--- config.mk ---
export PLATFORM = sky130hd
export DESIGN_NAME = wxh_mac
export DESIGN_NICKNAME = d
export VERILOG_FILES = /design/src/rtl/wxh_pkg.sv /design/src/rtl/wxh_half_sel.sv /design/src/rtl/wxh_mul.sv /design/src/rtl/wxh_acc_add.sv /design/src/rtl/wxh_sticky.sv /design/src/rtl/wxh_mac.sv
export SDC_FILE = /design/constraint.sdc
export NUM_CORES = 1
export LEC_CHECK = 0
export BUFFER_PORTS_ARGS = -buffer_cell sky130_fd_sc_hd__buf_2
export CAP_MARGIN = 0
export CELL_PAD_IN_SITES_DETAIL_PLACEMENT = 1
export CELL_PAD_IN_SITES_GLOBAL_PLACEMENT = 1
export CORE_ASPECT_RATIO = 1.2
export CORE_MARGIN = 4
export CORE_UTILIZATION = 53
export DETAILED_ROUTE_END_ITERATION = 10
export GPL_TIMING_DRIVEN = 0
export HOLD_SLACK_MARGIN = 0.06
export PLACE_DENSITY_LB_ADDON = 0.1
export SLEW_MARGIN = 20
export SYNTH_ARGS = -nofsm -noshare
export SYNTH_HDL_FRONTEND = slang
export SYNTH_SLANG_ARGS = --single-unit
--- constraint.sdc ---
create_clock -name clk -period 31.4 [get_ports clk]
set_input_delay 4.71 -clock clk [delete_from_list [all_inputs] [get_ports clk]]
set_output_delay 4.71 -clock clk [all_outputs]
set_load 0.03 [all_outputs]
--- src/rtl/wxh_pkg.sv ---
`timescale 1ns/1ps
package wxh_pkg;
   // Overflow detection circuit variants
   typedef enum logic {
      OVF_SIGN = 1'b0,   // compare operand and sum signs
      OVF_WIDE = 1'b1    // compare widened sum against narrow sum
   } ovf_mode_e;

   localparam int unsigned CC_W_DEF = 4;
endpackage

--- src/rtl/wxh_half_sel.sv ---
`timescale 1ns/1ps
module wxh_half_sel #(
   parameter int unsigned WORD_W = 32,
   parameter int unsigned HALF_W = 16
) (
   input  logic [WORD_W-1:0] pair_i,
   input  logic              hi_sel_i,
   output logic [HALF_W-1:0] half_o
);
   if (WORD_W != 2 * HALF_W) begin : g_bad_split
      $error("wxh_half_sel: WORD_W must be twice HALF_W");
   end

   logic [HALF_W-1:0] lo_half, hi_half;

   assign lo_half = pair_i[HALF_W-1:0];
   assign hi_half = pair_i[WORD_W-1:HALF_W];

   always_comb begin
      half_o = hi_sel_i ? hi_half : lo_half;
   end
endmodule

--- src/rtl/wxh_mul.sv ---
`timescale 1ns/1ps
module wxh_mul #(
   parameter int unsigned WORD_W = 32,
   parameter int unsigned HALF_W = 16,
   localparam int unsigned PROD_W = WORD_W + HALF_W
) (
   input  logic [WORD_W-1:0] word_i,
   input  logic [HALF_W-1:0] half_i,
   output logic [PROD_W-1:0] prod_o
);
   if (HALF_W < 2 || WORD_W < HALF_W) begin : g_bad_width
      $error("wxh_mul: unsupported factor widths");
   end

   logic signed [PROD_W-1:0] word_ext;
   logic signed [PROD_W-1:0] half_ext;

   // Both factors widened to the full product width; the product of the
   // two most negative values still fits, so truncation loses nothing.
   assign word_ext = {{HALF_W{word_i[WORD_W-1]}}, word_i};
   assign half_ext = {{WORD_W{half_i[HALF_W-1]}}, half_i};
   assign prod_o   = word_ext * half_ext;
endmodule

--- src/rtl/wxh_acc_add.sv ---
`timescale 1ns/1ps
module wxh_acc_add
   import wxh_pkg::*;
#(
   parameter int unsigned WORD_W   = 32,
   parameter int unsigned HALF_W   = 16,
   parameter ovf_mode_e   OVF_MODE = OVF_SIGN,
   localparam int unsigned PROD_W  = WORD_W + HALF_W
) (
   input  logic              clk,
   input  logic              rst,
   input  logic [PROD_W-1:0] prod_i,
   input  logic [WORD_W-1:0] acc_i,
   output logic [WORD_W-1:0] sum_o,
   output logic              ovf_o
);
   // Variant A: keep upper product bits, add at word width, check signs
   logic [WORD_W-1:0] kept;
   logic [HALF_W-1:0] frac_unused;
   logic [WORD_W-1:0] sum_narrow;
   logic              ovf_sign;

   assign {kept, frac_unused} = prod_i;
   assign sum_narrow = kept + acc_i;
   assign ovf_sign   = (kept[WORD_W-1] == acc_i[WORD_W-1]) &&
                       (sum_narrow[WORD_W-1] != kept[WORD_W-1]);

   // Variant B: add accumulate shifted up by HALF_W at one bit beyond the
   // product width; overflow when the top two bits of the sum disagree
   logic [PROD_W:0]   wsum;
   logic [WORD_W-1:0] sum_wide;
   logic [HALF_W-1:0] wlo_unused;
   logic              ovf_wide;

   assign wsum = {prod_i[PROD_W-1], prod_i} +
                 {acc_i[WORD_W-1], acc_i, {HALF_W{1'b0}}};
   assign {sum_wide, wlo_unused} = wsum[PROD_W-1:0];
   assign ovf_wide = wsum[PROD_W] != wsum[PROD_W-1];

   if (OVF_MODE == OVF_WIDE) begin : g_wide
      assign sum_o = sum_wide;
      assign ovf_o = ovf_wide;
   end else begin : g_sign
      assign sum_o = sum_narrow;
      assign ovf_o = ovf_sign;
   end

   // the two independent overflow circuits must agree
   a_r4_ovf_methods_agree: assert property (@(posedge clk) disable iff (rst)
      ovf_sign == ovf_wide);
   // the two independent sum paths must agree
   a_r3_sum_paths_agree: assert property (@(posedge clk) disable iff (rst)
      sum_narrow == sum_wide);
endmodule

--- src/rtl/wxh_sticky.sv ---
`timescale 1ns/1ps
module wxh_sticky (
   input  logic clk,
   input  logic rst,
   input  logic set_i,
   input  logic clr_i,
   output logic q_o
);
   always_ff @(posedge clk) begin
      if (rst)        q_o <= 1'b0;
      else if (set_i) q_o <= 1'b1;
      else if (clr_i) q_o <= 1'b0;
   end

   a_r5_sticky_hold: assert property (@(posedge clk) disable iff (rst)
      (q_o && !clr_i) |=> q_o);
   a_r6_set_beats_clear: assert property (@(posedge clk) disable iff (rst)
      set_i |=> q_o);
   a_r6_clear_alone: assert property (@(posedge clk) disable iff (rst)
      (clr_i && !set_i) |=> !q_o);
endmodule

--- src/rtl/wxh_mac.sv ---
`timescale 1ns/1ps
module wxh_mac
   import wxh_pkg::*;
#(
   parameter int unsigned WORD_W   = 32,
   parameter int unsigned HALF_W   = 16,
   parameter int unsigned CC_W     = CC_W_DEF,
   parameter ovf_mode_e   OVF_MODE = OVF_SIGN
) (
   input  logic              clk,
   input  logic              rst,
   input  logic              valid_i,
   input  logic [WORD_W-1:0] word_i,
   input  logic [WORD_W-1:0] pair_i,
   input  logic              hi_sel_i,
   input  logic [WORD_W-1:0] acc_i,
   input  logic [CC_W-1:0]   flags_i,
   input  logic              clr_q_i,
   output logic [WORD_W-1:0] result_o,
   output logic [CC_W-1:0]   flags_o,
   output logic              q_o
);
   localparam int unsigned PROD_W = WORD_W + HALF_W;

   if (CC_W < 1) begin : g_bad_cc
      $error("wxh_mac: CC_W must be at least 1");
   end

   logic [HALF_W-1:0] half;
   logic [PROD_W-1:0] prod;
   logic [WORD_W-1:0] sum;
   logic              ovf;
   logic              q_set;

   wxh_half_sel #(.WORD_W(WORD_W), .HALF_W(HALF_W)) u_sel (
      .pair_i   (pair_i),
      .hi_sel_i (hi_sel_i),
      .half_o   (half)
   );

   wxh_mul #(.WORD_W(WORD_W), .HALF_W(HALF_W)) u_mul (
      .word_i (word_i),
      .half_i (half),
      .prod_o (prod)
   );

   wxh_acc_add #(.WORD_W(WORD_W), .HALF_W(HALF_W), .OVF_MODE(OVF_MODE)) u_add (
      .clk    (clk),
      .rst    (rst),
      .prod_i (prod),
      .acc_i  (acc_i),
      .sum_o  (sum),
      .ovf_o  (ovf)
   );

   assign q_set = valid_i && ovf;

   wxh_sticky u_q (
      .clk   (clk),
      .rst   (rst),
      .set_i (q_set),
      .clr_i (clr_q_i),
      .q_o   (q_o)
   );

   always_ff @(posedge clk) begin
      if (rst) begin
         result_o <= '0;
         flags_o  <= '0;
      end else if (valid_i) begin
         result_o <= sum;
         flags_o  <= flags_i;
      end
   end

   a_r8_hold_result: assert property (@(posedge clk) disable iff (rst)
      !valid_i |=> $stable(result_o) && $stable(flags_o));
   a_r8_no_set_idle: assert property (@(posedge clk) disable iff (rst)
      (!valid_i && !q_o) |=> !q_o);
   a_r7_flags_through: assert property (@(posedge clk) disable iff (rst)
      valid_i |=> flags_o == $past(flags_i));
   a_r4_ovf_sets_q: assert property (@(posedge clk) disable iff (rst)
      (valid_i && ovf) |=> q_o);
endmodule

==> results of run 1 <==
## registers in the layout (all words and copies together), names as in the netlist
signal	flops
u_q.q_o	1
result_o	32
flags_o	4
## cell usage in the layout, fill, tap and decap left out, types with 3 or more instances in the layout
| cell type | Yosys | layout |
|---|---|---|
| sky130_fd_sc_hd__xnor2_1 | 38 | 38 |
| sky130_fd_sc_hd__a31oi_1 | 8 | 8 |
| sky130_fd_sc_hd__or2_2 | 12 | 12 |
| sky130_fd_sc_hd__clkbuf_1 | 86 | 86 |
| sky130_fd_sc_hd__nor4_1 | 4 | 4 |
| sky130_fd_sc_hd__ha_1 | 142 | 142 |
| sky130_fd_sc_hd__a221oi_1 | 4 | 4 |
| sky130_fd_sc_hd__o21ai_0 | 25 | 25 |
| sky130_fd_sc_hd__mux2i_1 | 20 | 20 |
| sky130_fd_sc_hd__nand2_1 | 319 | 319 |
| sky130_fd_sc_hd__nor3_1 | 21 | 21 |
| sky130_fd_sc_hd__fa_1 | 486 | 486 |
| sky130_fd_sc_hd__a21o_1 | 30 | 30 |
| sky130_fd_sc_hd__nand4_1 | 10 | 10 |
| sky130_fd_sc_hd__nand3b_1 | 3 | 3 |
| sky130_fd_sc_hd__a21oi_1 | 47 | 47 |
| sky130_fd_sc_hd__o2111ai_1 | 3 | 3 |
| sky130_fd_sc_hd__nand2b_1 | 5 | 5 |
| sky130_fd_sc_hd__dfxtp_1 | 37 | 37 |
| sky130_fd_sc_hd__and3_1 | 9 | 9 |
| sky130_fd_sc_hd__clkbuf_16 | 0 | 5 |
| sky130_fd_sc_hd__and2_1 | 158 | 158 |
| sky130_fd_sc_hd__or3_1 | 5 | 5 |
| sky130_fd_sc_hd__mux2_2 | 13 | 13 |
| sky130_fd_sc_hd__o21bai_1 | 6 | 6 |
| sky130_fd_sc_hd__nor2b_1 | 31 | 31 |
| sky130_fd_sc_hd__o211ai_1 | 4 | 4 |
| sky130_fd_sc_hd__o21a_1 | 14 | 14 |
| sky130_fd_sc_hd__buf_1 | 5 | 5 |
| sky130_fd_sc_hd__xor2_1 | 14 | 14 |
| sky130_fd_sc_hd__buf_2 | 0 | 140 |
| sky130_fd_sc_hd__inv_1 | 581 | 581 |
| sky130_fd_sc_hd__and4_1 | 4 | 4 |
| sky130_fd_sc_hd__nor2_1 | 82 | 82 |
| sky130_fd_sc_hd__a211oi_1 | 11 | 11 |
| sky130_fd_sc_hd__nand3_1 | 18 | 18 |
## worst max-delay path: cells and delay by family
kind	cells	cell delay, ps
adders and majority gates	8	3790
AOI/OAI and AO/OA	11	2770
buffers and inverters	7	1480
and+or+nand+nor	5	1340
xor gates and xnor gates	2	560
muxes	1	370
## logic make-up after synthesis
logic type / count (synthesis) / synth area share [%]
AND/OR/NAND/NOR: 686 / 16.3
buffers and inverters: 673 / 12.6
adder cells (fa/ha/maj): 628 / 57.2
AO/OA/AOI/OAI: 180 / 6.12
XOR/XNOR: 52 / 2.26
flip-flops: 37 / 3.68
multiplexers: 35 / 1.85
## area by class of cell
cell class / instances / area (µm²) / share of cell area, %
clock inverters: 3 / 25.0 / 0.116
flip-flops and latches: 37 / 741 / 3.43
plain buffers: 92 / 353 / 1.64
clock buffers: 5 / 125 / 0.580
multi-input cells: 1581 / 16800 / 78.1
repair buffers: 140 / 701 / 3.25
diodes: 1 / 2.50 / 0.0116
inverters: 581 / 2180 / 10.1
well taps: 474 / 593 / 2.75
## per-layer routing
layer | track usage (%) | wire [µm] | vias up | share of wire, %
met5 | 0 | 0 | - | 0
li1 | - | - | 7070 | -
met3 | 3.29 | 2820 | 215 | 4.4
met4 | 15.7 | 3790 | 0 | 5.9
met2 | 58.2 | 34000 | 554 | 53
met1 | 37.0 | 23900 | 8478 | 37
## how the worst min path moves through the flow
| stage | start | to | depth (start not counted) |
|---|---|---|---|
| finish | result_o[20]$_SDFFE_PP0P_ | result_o[20]$_SDFFE_PP0P_ | 2 |
| global route | result_o[20]$_SDFFE_PP0P_ | result_o[20]$_SDFFE_PP0P_ | 2 |
| CTS | result_o[20]$_SDFFE_PP0P_ | result_o[20]$_SDFFE_PP0P_ | 2 |
| detailed placement | result_o[20]$_SDFFE_PP0P_ | result_o[20]$_SDFFE_PP0P_ | 2 |
| global placement | result_o[20]$_SDFFE_PP0P_ | result_o[20]$_SDFFE_PP0P_ | 2 |
| floorplan | result_o[20]$_SDFFE_PP0P_ | result_o[20]$_SDFFE_PP0P_ | 2 |
## per-stage QoR
stage / std cells / instance area [µm²] / utilization [%] / hold slack (ps) / worst slack [ps]
after CTS: 2913 / 21600 / 58.0 / 469 / 16550
after global placement: 2905 / 21400 / 57.6 / 448 / 16570
after detailed placement: 2905 / 21400 / 57.6 / 459 / 16280
after global routing: 2913 / 21600 / 58.0 / 487 / 15990
after floorplan: 2291 / 20100 / - / 591 / 18310
final: 2914 / 21600 / 58.0 / 466 / 16550
==> impl_summary.log, run 1 <==
INFO  metric async_flop_share = 0%
INFO  metric fill_cells = 4508
INFO  metric run_status = finished, final reports clean
INFO  metric congestion_overflow_gr = 0
INFO  metric worst-slew-pin-transition = slightly above 900 ps
INFO  metric critical_path.reg2reg.startpoint = result_o[25]$_SDFFE_PP0P_
INFO  metric setup.worst_path.start_class = input port
INFO  metric route.detailed.vias_per_inst = 5.60
INFO  metric cts_max_level = 2
INFO  metric tritoncts = yes
INFO  metric maxCapViolations = 0
INFO  metric grt_use_total = 32.0%
INFO  metric final_layout_size_suffix_gt1_share = approximately 7.4%
INFO  metric cts_root_buf = sky130_fd_sc_hd__clkbuf_16
INFO  metric number_of_nets_in_the_finished_design = 3171
INFO  metric yosys_warnings = 0
INFO  metric post_synth.cell_area_avg = 8.78 µm²
INFO  metric core_area = ~0.037 mm²
INFO  metric clock.fmax = between 60 and 70 MHz
INFO  metric die_width = 186 µm
INFO  metric num_io_pins = 142
INFO  metric floorplan.rows = between 70 and 80
INFO  metric synth_cell_types = 63
INFO  metric worstSkewPairLatency = 290 ps
INFO  metric post_syn_nets = 3024
INFO  metric timing.critical_path.from = hi_sel_i
INFO  metric detailroute.via_count = 16300
INFO  metric netlist.top_cell.by_area = sky130_fd_sc_hd__fa_1
INFO  metric highest_fanout_seen_on_the_critical_path = 10
INFO  metric drt_drc_violations_left = 0
INFO  metric kind_of_path_behind_the_tightest_hold_check = reg -> reg
INFO  metric timing_hold_violations_final = 0
INFO  metric min_period_over_period = between 40 and 50%
INFO  metric grt_first_pass_wirelength = 102000 µm
INFO  metric place.detailed.hpwl = between 50000 and 60000 µm
INFO  metric clock_tree.buffer_depth = 2
INFO  metric path_class = in -> reg
INFO  metric critical_path.max_stage_delay = 560 ps
INFO  metric timing.critical_path.mode_cell = sky130_fd_sc_hd__fa_1
INFO  metric first_pass_iters = 5
INFO  metric route.antenna.remaining_nets = 0
INFO  metric worst_slew_margin_rel = between 30% and 40%
INFO  metric chipHeight = 221 µm
INFO  metric fin_setup_tns = 0 ps
INFO  metric cp.required = between 30000 and 40000 ps
INFO  metric die_area = 0.0412 mm²
INFO  metric synth-edff-count = 0
INFO  metric postCtsSetupRepairBufs = 0
INFO  metric finalWeightedCongestion = 0.936
INFO  metric register_bit_total_from_synthesis = 37
INFO  metric initialDrtViolationCount = 672
INFO  metric grt_pass1_vias = 19200
INFO  metric timing.critical_path.to_type = flop
INFO  metric holdBufCountCts = 0
INFO  metric grt_setup_unrepaired = no
INFO  metric synth_sequential_area_ratio = 3.68%
INFO  metric clock_pin_slew_of_the_registers_on_the_worst_case_setup_and_hold_paths = around 60 ps
INFO  metric worst_r2r_path_depth = 2
INFO  metric antenna_found_initial = 2
INFO  metric final_min_period = 14850 ps
INFO  metric tritoncts_num_sinks = 37
INFO  metric timing.critical_path.to = result_o[31]$_SDFFE_PP0P_
INFO  metric initial_core_util = 54.1%
INFO  metric average_wire_length_per_cell_after_detail_routing = 22.2 µm
INFO  metric critical_path_arrival = 15040 ps
INFO  metric port-buffer-count = 140
INFO  metric setup-violations-final = 0
INFO  metric critical-path-slowest-cell = sky130_fd_sc_hd__clkbuf_1
INFO  metric synth_largest_type_area_fraction = 48.4%
INFO  metric pin_count_of_the_biggest_net_entering_global_routing = 15
INFO  metric netlist_top_cells_count = sky130_fd_sc_hd__inv_1, sky130_fd_sc_hd__fa_1, sky130_fd_sc_hd__nand2_1
INFO  metric synth.cell_area = 0.0201 mm²
INFO  metric synthCells = 2291
INFO  metric yosys_most_used_dff = sky130_fd_sc_hd__dfxtp_1
INFO  metric finClkSkew = 0 ps
INFO  metric synthMostInstantiatedCell = sky130_fd_sc_hd__inv_1
INFO  metric areaGrowthSynthToFinish = 7.19%
INFO  metric cts-buffers-inserted = 5
INFO  metric rrSetupSlack = 30530 ps
INFO  metric ys_top_cells_by_area = sky130_fd_sc_hd__fa_1, sky130_fd_sc_hd__inv_1, sky130_fd_sc_hd__ha_1
INFO  metric crit-reg2reg-capture = result_o[25]$_SDFFE_PP0P_
INFO  metric final_routed_wirelength = 64600 µm
INFO  metric post_cts_sizing_count = 0
INFO  metric drv_slew = 0
Power of run 1 is left out: the tool's default activity adds up to more than one toggle a clock period on the data nets, which glitch-free logic cannot reach.
==> run 2, diff against run 1 <==
ABC_AREA = 1   (was unset)
CORE_UTILIZATION = 48   (was 53)
clock period = 14.55 ns   (was 31.4 ns; I/O delays follow)
==> run 2 against run 1 <==
Compared with the run above: wire length is 19% higher; die area up 16%; utilization shrank 6.0 points; critical path type unchanged; largest cell class unchanged.
==> impl_summary.log, run 2 <==
INFO  metric run_status = finished, final reports clean
INFO  metric congestion_overflow_gr = 0
INFO  metric grt_use_total = 33.1%
INFO  metric holdBufCountCts = 0
INFO  metric crit-reg2reg-capture = result_o[26]$_SDFFE_PP0P_
INFO  metric cts-buffers-inserted = 5
INFO  metric initialDrtViolationCount = 986
INFO  metric async_flop_share = 0%
INFO  metric finalWeightedCongestion = 0.961
INFO  metric critical_path.reg2reg.startpoint = result_o[26]$_SDFFE_PP0P_
INFO  metric worstSkewPairLatency = 290 ps
INFO  metric worst_r2r_path_depth = 3
INFO  metric cell_area_after_placement = 0.0226 mm²
INFO  metric clock.fmax = just over 80 MHz
INFO  metric detailroute.via_count = 18700
INFO  metric chipHeight = 238 µm
INFO  metric min-delay-start = u_q.q_o$_SDFFE_PP0P_
INFO  metric floorplan.rows = 84
INFO  metric cts_root_buf = sky130_fd_sc_hd__clkbuf_16
INFO  metric finish.instance_area = between 0.02 and 0.025 mm²
INFO  metric critical-path-slowest-cell = sky130_fd_sc_hd__clkbuf_1
INFO  metric yosys_warnings = 0
INFO  metric drt_drc_violations_left = 0
INFO  metric rrSetupSlack = 13780 ps
INFO  metric route.detailed.vias_per_inst = 5.33
INFO  metric tritoncts = yes
INFO  metric port-buffer-count = 131
INFO  metric post_cts_sizing_count = 0
INFO  metric pin_count_of_the_biggest_net_entering_global_routing = 14
INFO  metric initial_core_util = roughly 49%
INFO  metric number_of_nets_in_the_finished_design = 3673
INFO  metric kind_of_path_behind_the_tightest_hold_check = reg -> reg
INFO  metric final_routed_wirelength = 76700 µm
INFO  metric tritoncts_num_sinks = 37
INFO  metric fin_setup_tns = 0 ps
INFO  metric post_syn_nets = 3535
INFO  metric clock_tree.buffer_depth = 2
INFO  metric place.detailed.hpwl = 68200 µm
INFO  metric timing_hold_violations_final = 0
INFO  metric final_layout_size_suffix_gt1_share = 6.32%
INFO  metric setup.worst_path.start_class = input port
INFO  metric setup-violations-final = 0
INFO  metric post_synth.cell_area_avg = ~7.6 µm²
INFO  metric synth_cell_types = 45
INFO  metric synth_sequential_area_ratio = 3.49%
INFO  metric ys_top_cells_by_area = sky130_fd_sc_hd__fa_1, sky130_fd_sc_hd__inv_1, sky130_fd_sc_hd__nand2_1
INFO  metric worst-slew-pin-transition = 1070 ps
INFO  metric reg_top3 = result_o: 32 flops, flags_o: 4 flops, u_q.q_o: 1 flops
INFO  metric synth.cell_area = between 0.02 and 0.025 mm²
INFO  metric most-common-layout-cells = sky130_fd_sc_hd__inv_1, sky130_fd_sc_hd__nand2_1, sky130_fd_sc_hd__fa_1
INFO  metric final_min_period = 12060 ps
INFO  metric areaGrowthSynthToFinish = 7.19%
INFO  metric clock_pin_slew_of_the_registers_on_the_worst_case_setup_and_hold_paths = 60 ps
INFO  metric critical_path.max_stage_delay = 640 ps
INFO  metric netlist.top_cell.by_area = sky130_fd_sc_hd__fa_1
INFO  metric highest_fanout_seen_on_the_critical_path = 10
INFO  metric finClkSkew = 0 ps
INFO  metric critical_path_arrival = 12290 ps
INFO  metric num_io_pins = 142
INFO  metric core_area = 0.0437 mm²
INFO  metric first_pass_iters = 7
INFO  metric max_flop_register = result_o
INFO  metric register_bit_total_from_synthesis = 37
INFO  metric layout_commonest_cell = sky130_fd_sc_hd__inv_1
INFO  metric cts_max_level = 2
INFO  metric dp_worst_setup_slack = between 2000 and 2500 ps
INFO  metric route.antenna.remaining_nets = 0
INFO  metric grt_first_pass_wirelength = 120000 µm
INFO  metric worst_slew_margin_rel = 28.4%
INFO  metric cp.required = 14780 ps
INFO  metric hold_path_depth = 2
INFO  metric timing.hold.ws = 472 ps
INFO  metric synthMostInstantiatedCell = sky130_fd_sc_hd__inv_1
INFO  metric netlist_top_cells_count = sky130_fd_sc_hd__inv_1, sky130_fd_sc_hd__nand2_1, sky130_fd_sc_hd__fa_1
INFO  metric postCtsSetupRepairBufs = 0
INFO  metric antenna_found_initial = 2
INFO  metric path_class = in -> reg
INFO  metric die_area = 0.0477 mm²
INFO  metric maxCapViolations = 0
INFO  metric average_wire_length_per_cell_after_detail_routing = 21.9 µm
INFO  metric fin_ws = 2490 ps
INFO  metric timing.critical_path.to_type = flop
INFO  metric drv_slew = 0
INFO  metric die_width = 200 µm
INFO  metric largest_register_ffs = 32
INFO  metric min_period_over_period = 82.9%
INFO  metric synth_largest_type_area_fraction = 45.8%
INFO  metric grt_pass1_vias = 21500
INFO  metric yosys_most_used_dff = sky130_fd_sc_hd__dfxtp_1
INFO  metric hold_end = u_q.q_o$_SDFFE_PP0P_
INFO  metric synthCells = 2802
INFO  metric grt_setup_unrepaired = no
INFO  metric synth-edff-count = 0
==> run 2: cell type report <==
| cell class | count | area, µm² |
|---|---|---|
| multi-input cells | 1920 | 17300 |
| inverters | 762 | 2860 |
| plain buffers | 83 | 313 |
| diodes | 1 | 2.50 |
| clock inverters | 3 | 43.8 |
| repair buffers | 131 | 656 |
| well taps | 559 | 699 |
| flip-flops and latches | 37 | 741 |
| clock buffers | 5 | 125 |
| fillers | 5656 | 21000 |
==> run 2: metrics by stage <==
stage,std cells,util [%]
after floorplan,2802,-
after global placement,3492,51.6
after detailed placement,3492,51.6
after CTS,3500,52.0
after global routing,3500,52.0
final,3501,52.0
==> run 2: logic make-up after synthesis <==
kind of cell	after synthesis	share of synthesized area, %
compound gates	222	6.05
xor+xnor	57	2.35
fa+ha+maj	628	54.2
buf+inv	845	15.0
flops	37	3.49
simple gates	1013	18.9
==> run 2: worst max path at each step <==
stage / from / endpoint / slack (ps) / cells after the start
after floorplan: hi_sel_i / result_o[31]$_SDFFE_PP0P_ / 5180 / 38
after global placement: hi_sel_i / result_o[23]$_SDFFE_PP0P_ / 2480 / 38
after detailed placement: hi_sel_i / result_o[23]$_SDFFE_PP0P_ / 2270 / 38
after CTS: hi_sel_i / result_o[23]$_SDFFE_PP0P_ / 2520 / 38
after global routing: hi_sel_i / result_o[23]$_SDFFE_PP0P_ / 2030 / 38
final: hi_sel_i / result_o[23]$_SDFFE_PP0P_ / 2490 / 38
==> run 2: worst max-delay path, delay by kind of cell <==
family          cells  cell delay [ps]
compound gates     11             2270
xor+xnor            2              490
fa+ha+maj           8             3900
buf+inv            10             2120
simple gates        7             1290
==> run 2: metal layers <==
| layer | track usage (%) | part of all wire (%) | routed length (µm) |
|---|---|---|---|
| met1 | 39.4 | 38 | 28800 |
| met2 | 59.3 | 51 | 39500 |
| met3 | 4.35 | 5.5 | 4190 |
| met4 | 14.5 | 5.5 | 4240 |
| met5 | 0 | 0.0091 | 7 |
Power of run 2 is left out for the same reason.
